## config.mk

```make
export PLATFORM = sky130hd
export DESIGN_NAME = cdr_lock_watchdog
export DESIGN_NICKNAME = d
export VERILOG_FILES = /design/src/rtl/lockwd_pkg.sv /design/src/rtl/lockwd_sync.sv /design/src/rtl/lockwd_timer.sv /design/src/rtl/lockwd_fsm.sv /design/src/rtl/cdr_lock_watchdog.sv
export SDC_FILE = /design/constraint.sdc
export NUM_CORES = 1
export LEC_CHECK = 0
export BUFFER_PORTS_ARGS = -buffer_cell sky130_fd_sc_hd__clkbuf_2
export CORE_UTILIZATION = 40
export CTS_CLUSTER_SIZE = 8
export DETAILED_ROUTE_END_ITERATION = 10
export PLACE_DENSITY = 0.67
export SLEW_MARGIN = 10
export SYNTH_ARGS = -nofsm -noshare
export SYNTH_HDL_FRONTEND = slang
export SYNTH_SLANG_ARGS = --single-unit
```

## constraint.sdc

```tcl
create_clock -name clk -period 1.6 [get_ports clk]
set_input_delay 0.16 -clock clk [delete_from_list [all_inputs] [get_ports clk]]
set_output_delay 0.16 -clock clk [all_outputs]
set_load 0.01 [all_outputs]
```

## src/rtl/lockwd_pkg.sv

```systemverilog
// Shared types for the CDR lock-loss watchdog.
package lockwd_pkg;
    // Watchdog phases: timing loss, driving reset, waiting for reacquisition.
    typedef enum logic [1:0] {
        ST_MONITOR = 2'd0,
        ST_PULSE   = 2'd1,
        ST_HOLDOFF = 2'd2
    } wd_state_t;
endpackage

```

## src/rtl/lockwd_sync.sv

```systemverilog
// Multi-stage level synchronizer for one asynchronous status bit.
// Assumes the input is a slow level; resets to 0 (treated as "not locked").
module lockwd_sync #(
    parameter int STAGES = 2
) (
    input  logic clk,
    input  logic rst_n,
    input  logic d,
    output logic q
);
    logic [STAGES-1:0] chain;

    // Shift the raw level through the flop chain.
    always_ff @(posedge clk) begin
        if (!rst_n) chain <= '0;
        else        chain <= {chain[STAGES-2:0], d};
    end

    assign q = chain[STAGES-1];
endmodule

```

## src/rtl/lockwd_timer.sv

```systemverilog
// Loss timer: counts consecutive cycles of lock loss while enabled.
// It raises expire when loss has lasted TIMEOUT_CYC+1 cycles.
// It is held at zero whenever it is disabled or lock is present.
module lockwd_timer #(
    parameter int TIMEOUT_CYC = 5000,
    parameter int CW          = $clog2(TIMEOUT_CYC + 1)
) (
    input  logic          clk,
    input  logic          rst_n,
    input  logic          enable,
    input  logic          lost,
    output logic          expire,
    output logic [CW-1:0] count
);
    localparam logic [CW-1:0] LIMIT = CW'(TIMEOUT_CYC);

    // Advance on sustained loss, saturate at the limit, clear otherwise.
    always_ff @(posedge clk) begin
        if (!rst_n || !enable || !lost) count <= '0;
        else if (count != LIMIT)        count <= count + 1'b1;
    end

    assign expire = enable && lost && (count == LIMIT);
endmodule

```

## src/rtl/lockwd_fsm.sv

```systemverilog
// Sequencer: monitor -> reset pulse -> holdoff -> monitor.
// Reset places it in the pulse phase, so the receiver is held in reset
// while rst_n is low and gets one full pulse after release.
module lockwd_fsm
    import lockwd_pkg::*;
#(
    parameter int PULSE_CYC   = 100,
    parameter int HOLDOFF_CYC = 20000
) (
    input  logic      clk,
    input  logic      rst_n,
    input  logic      expire,
    output wd_state_t state,
    output logic      areset
);
    localparam int PH_MAX = (PULSE_CYC > HOLDOFF_CYC) ? PULSE_CYC : HOLDOFF_CYC;
    localparam int PW     = (PH_MAX > 1) ? $clog2(PH_MAX) : 1;
    localparam logic [PW-1:0] PULSE_END = PW'(PULSE_CYC - 1);
    localparam logic [PW-1:0] HOLD_END  = PW'(HOLDOFF_CYC - 1);

    logic [PW-1:0] phase;

    // Phase transitions and the in-phase cycle counter.
    always_ff @(posedge clk) begin
        if (!rst_n) begin
            state <= ST_PULSE;
            phase <= '0;
        end else begin
            unique case (state)
                ST_MONITOR: begin
                    phase <= '0;
                    if (expire) state <= ST_PULSE;
                end
                ST_PULSE: begin
                    if (phase == PULSE_END) begin
                        state <= ST_HOLDOFF;
                        phase <= '0;
                    end else begin
                        phase <= phase + 1'b1;
                    end
                end
                ST_HOLDOFF: begin
                    if (phase == HOLD_END) begin
                        state <= ST_MONITOR;
                        phase <= '0;
                    end else begin
                        phase <= phase + 1'b1;
                    end
                end
                default: begin
                    state <= ST_PULSE;
                    phase <= '0;
                end
            endcase
        end
    end

    // Reset output follows the pulse phase.
    assign areset = (state == ST_PULSE);
endmodule

```

## src/rtl/cdr_lock_watchdog.sv

```systemverilog
// CDR lock-loss watchdog top.
// Synchronizes both lock flags and times their joint absence.
// When the limit is exceeded it issues a timed analog reset, then a holdoff.
// Assumes clk is free-running and does not depend on the receiver.
module cdr_lock_watchdog
    import lockwd_pkg::*;
#(
    parameter int TIMEOUT_CYC = 5000,
    parameter int PULSE_CYC   = 100,
    parameter int HOLDOFF_CYC = 20000,
    parameter int SYNC_STAGES = 2
) (
    input  logic clk,
    input  logic rst_n,
    input  logic rx_locked,
    input  logic rx_freqlocked,
    output logic rx_analogreset
);
    localparam int NSTAT = 2;
    localparam int CW    = $clog2(TIMEOUT_CYC + 1);

    logic [NSTAT-1:0] raw_stat;
    logic [NSTAT-1:0] sync_stat;
    logic             sync_lost;
    logic             expire;
    logic [CW-1:0]    loss_cnt;
    wd_state_t        fsm_state;

    assign raw_stat = {rx_freqlocked, rx_locked};

    // One synchronizer per status flag.
    for (genvar i = 0; i < NSTAT; i++) begin : g_sync
        lockwd_sync #(.STAGES(SYNC_STAGES)) u_sync (
            .clk  (clk),
            .rst_n(rst_n),
            .d    (raw_stat[i]),
            .q    (sync_stat[i])
        );
    end

    // Loss means neither flag is present.
    assign sync_lost = ~|sync_stat;

    lockwd_timer #(.TIMEOUT_CYC(TIMEOUT_CYC), .CW(CW)) u_timer (
        .clk   (clk),
        .rst_n (rst_n),
        .enable(fsm_state == ST_MONITOR),
        .lost  (sync_lost),
        .expire(expire),
        .count (loss_cnt)
    );

    lockwd_fsm #(.PULSE_CYC(PULSE_CYC), .HOLDOFF_CYC(HOLDOFF_CYC)) u_fsm (
        .clk   (clk),
        .rst_n (rst_n),
        .expire(expire),
        .state (fsm_state),
        .areset(rx_analogreset)
    );
endmodule

```

==> impl_metrics.env <==
export IMPL_outcome="complete, but fails checks"
export IMPL_violations="setup timing"
export IMPL_syn_area_um2=1490
export IMPL_rsz0062_at_grt="true"
export IMPL_die_area_um2=3960
export IMPL_totalPowerFinal_uw=1640
export IMPL_fin_nets=208
export IMPL_clkLatencyLatePin_ps=280
export IMPL_post_drt_wl_per_cell_um=12.2
export IMPL_hp_class="in -> reg"
export IMPL_final_cell_mix="31 x nor2_1, 29 x dfxtp_1, 25 x buf_4"
export IMPL_cts_hold_buffers_added=0
export IMPL_synth_compound_area_share_pct=2.19
export IMPL_vias=1195
export IMPL_worstHoldPathCells=2
export IMPL_ctsHtreeMaxLevel=2
export IMPL_r2r_end="u_fsm.state[0]"
export IMPL_slowest_stage="or3_4"
export IMPL_drtIter0Drc=12
export IMPL_path_max_fanout=2
export IMPL_synthAdderAreaFrac_pct=5.05
export IMPL_worst_pin_slew_ps=497
export IMPL_period_minus_slack_ps=1710
export IMPL_route_final_wire_length_um=2990
export IMPL_grt_max_degree=16
export IMPL_yosysUniqueCellTypes=28
export IMPL_timing_setup_critical_path_class="reg -> reg"
export IMPL_critPathCaptureType="flop"
export IMPL_antenna_left=0
export IMPL_cp_start_kind="flop"
export IMPL_clock_sinks=34
export IMPL_grt_pass1_vias=1308
export IMPL_grt_overflow=0
export IMPL_maxCapViolations=0
export IMPL_track_usage_pct=16.6
export IMPL_worst_endpoint_arrival_ps=1880
export IMPL_synth_seq_cells=34
export IMPL_ios=5
export IMPL_syn2layout_area_growth_pct=30.4
export IMPL_synth_mux_area_share_pct=2.19
export IMPL_cts_buffer_depth=2
export IMPL_worstHoldStart="rx_locked"
export IMPL_p_per_area_nw_per_um2=849
export IMPL_reg2reg_from="u_timer.count[6]"
export IMPL_hold_viol_final=0
export IMPL_layout_setup_ws_ps=-111
export IMPL_layout_commonest_cell="nor2_1"
export IMPL_dp_hpwl_um=2110
export IMPL_syn_inst=164
export IMPL_core_region_area_um2=3440
export IMPL_fin_area_um2=1940
export IMPL_dieHeight_um=63.0
export IMPL_cts_root_buffer="clkbuf_8"
export IMPL_cts_tree="yes"
export IMPL_synth_nets=174
export IMPL_dr_pass1_iters=4
export IMPL_drive_above_1_share_pct=28.6
export IMPL_initial_core_util_pct=43.2
export IMPL_avgSynthCellArea_um2=9.06
export IMPL_finalSetupViolCount=1
export IMPL_synth_seq_area_share_pct=45.8
export IMPL_gp_congestion=0.800
export IMPL_port_buffers=4
export IMPL_clock_skew_ps=6.09
export IMPL_place_ws_ps=-136
export IMPL_min_to="g_sync[0].u_sync.chain[0]"
export IMPL_drv_slew=0
export IMPL_cp_cell_sequence="nor4_4 -> nand4_2 -> or3_4 -> a21oi_4 -> mux2_4"
export IMPL_grt_pass1_wl_um=5190
export IMPL_vdd_drop_max_mv=0.509
export IMPL_yosysWarnings=0
export IMPL_cts_clk_slew_worst_paths_ps=70
export IMPL_cpPeakStageDelay_ps=360
export IMPL_synth_xor_area_share_pct=13.6
export IMPL_vias_per_cell=4.88
export IMPL_r2r_slack_ps=-110
export IMPL_critPathRequiredTime_ps=1770
export IMPL_antenna_cells=0
export IMPL_row_count=21
export IMPL_slew_headroom_pct=66.8
export IMPL_max_freq_mhz=585
export IMPL_synth_top_family_by_area="simple AND/OR/NAND/NOR gates"
export IMPL_yosys_area_share_simple_pct=29.1
export IMPL_cts_buffers=5
export IMPL_period_share_pct=107
export IMPL_cts_setup_buffers=0
export IMPL_rr_worst_depth=5
export IMPL_drc=0
export IMPL_dpl_cell_area_um2=1770
export IMPL_p_leak_uw=0.000826
export IMPL_die_x_um=63.0
export IMPL_antenna_found_initial=0
[how the worst max path moves through the flow]
stage	to	cells after the start	start	slack (ps)
after floorplan	u_fsm.state[0]	7	u_timer.count[0]	-100
final	u_fsm.state[0]	5	u_timer.count[6]	-110
after detailed placement	u_fsm.state[0]	6	u_fsm.phase[8]	-140
after global placement	u_fsm.state[0]	6	u_fsm.phase[8]	-120
after global routing	u_fsm.state[0]	7	u_timer.count[0]	-170
after CTS	u_fsm.state[0]	7	u_timer.count[1]	-110
[Yosys cell counts]
| cell | number | area [um2] |
|---|---|---|
| dfxtp_1 | 34 | 681 |
| nor2_1 | 31 | 116 |
| xor2_1 | 15 | 131 |
| nand2_1 | 14 | 52.6 |
| nand3_1 | 9 | 45.0 |
| and3_1 | 8 | 50.1 |
| xnor2_1 | 8 | 70.1 |
| ha_1 | 6 | 75.1 |
| and2_1 | 5 | 31.3 |
| inv_1 | 5 | 18.8 |
| nand4_1 | 5 | 31.3 |
| and4_1 | 3 | 26.3 |
| a21oi_1 | 2 | 10.0 |
| clkbuf_1 | 2 | 7.51 |
| nor3b_1 | 2 | 15.0 |
| nor4_1 | 2 | 12.5 |
| or3_1 | 2 | 12.5 |
| a21oi_2 | 1 | 8.76 |
| a22o_1 | 1 | 8.76 |
| and4b_1 | 1 | 10.0 |
| buf_2 | 1 | 5.00 |
| mux2_1 | 1 | 11.3 |
| mux2_2 | 1 | 11.3 |
| mux2i_1 | 1 | 10.0 |
| nand4_2 | 1 | 12.5 |
| nor3_1 | 1 | 5.00 |
| nor4_2 | 1 | 12.5 |
| o21ai_0 | 1 | 5.00 |
[critical path: cells and delay by family, from the launching register on]
kind	cells	cell delay [ps]
AOI/OAI and AO/OA	1	180
DFF	1	340
muxes	1	310
and+or+nand+nor	3	760
[stage by stage]
step	hold slack [ps]	TNS, ps	util (%)	std cells
finish	91.7	-111	56.3	245
global placement	373	-121	51.4	237
detailed placement	371	-136	51.4	237
CTS	87.5	-111	55.3	245
floorplan	287	-250	-	164
global route	85.3	-822	56.3	245
[flip-flops by register name, summed over array words and instances (netlist names)]
name and flops:
u_fsm.phase 15, u_fsm.state 2, g_sync.u_sync.chain 4, u_timer.count 13
[metal layers]
metal / global-route usage, % / vias to the layer above / wire (um)
li1: - / 617 / -
met1: 17.8 / 563 / 1350
met3: 5.11 / 4 / 85
met2: 29.4 / 11 / 1520
met4: 7.27 / 0 / 30
met5: 0 / - / 0
[final cells by class]
| class | count | area, um2 |
|---|---|---|
| Sequential cell | 34 | 687 |
| Multi-Input combinational cell | 122 | 837 |
| Fill cell | 289 | 1500 |
| Timing Repair Buffer | 30 | 228 |
| Tap cell | 46 | 57.6 |
| Inverter | 5 | 18.8 |
| Clock buffer | 8 | 110 |
[cell families after synthesis]
logic type | count (synthesis)
and+or+nand+nor | 85
muxes | 3
adders and majority gates | 6
xor gates and xnor gates | 23
AOI/OAI and AO/OA | 5
DFF | 34
buffers and inverters | 8
[report_power, final]
group          switching [uW]  total, uW  internal [uW]
combinational            23.7       50.6           26.9
clock                     296        730            434
sequential               5.71        864            858
total                     325       1640           1320
[repair_timing]
| action | in CTS | in global routing |
|---|---|---|
| pin swaps | 2 | 6 |
| resized for setup | 5 | 10 |
| setup endpoints to repair | 3 | 19 |
| cloned | 0 | 0 |
No activity file was read; power rests on OpenSTA's default activity.
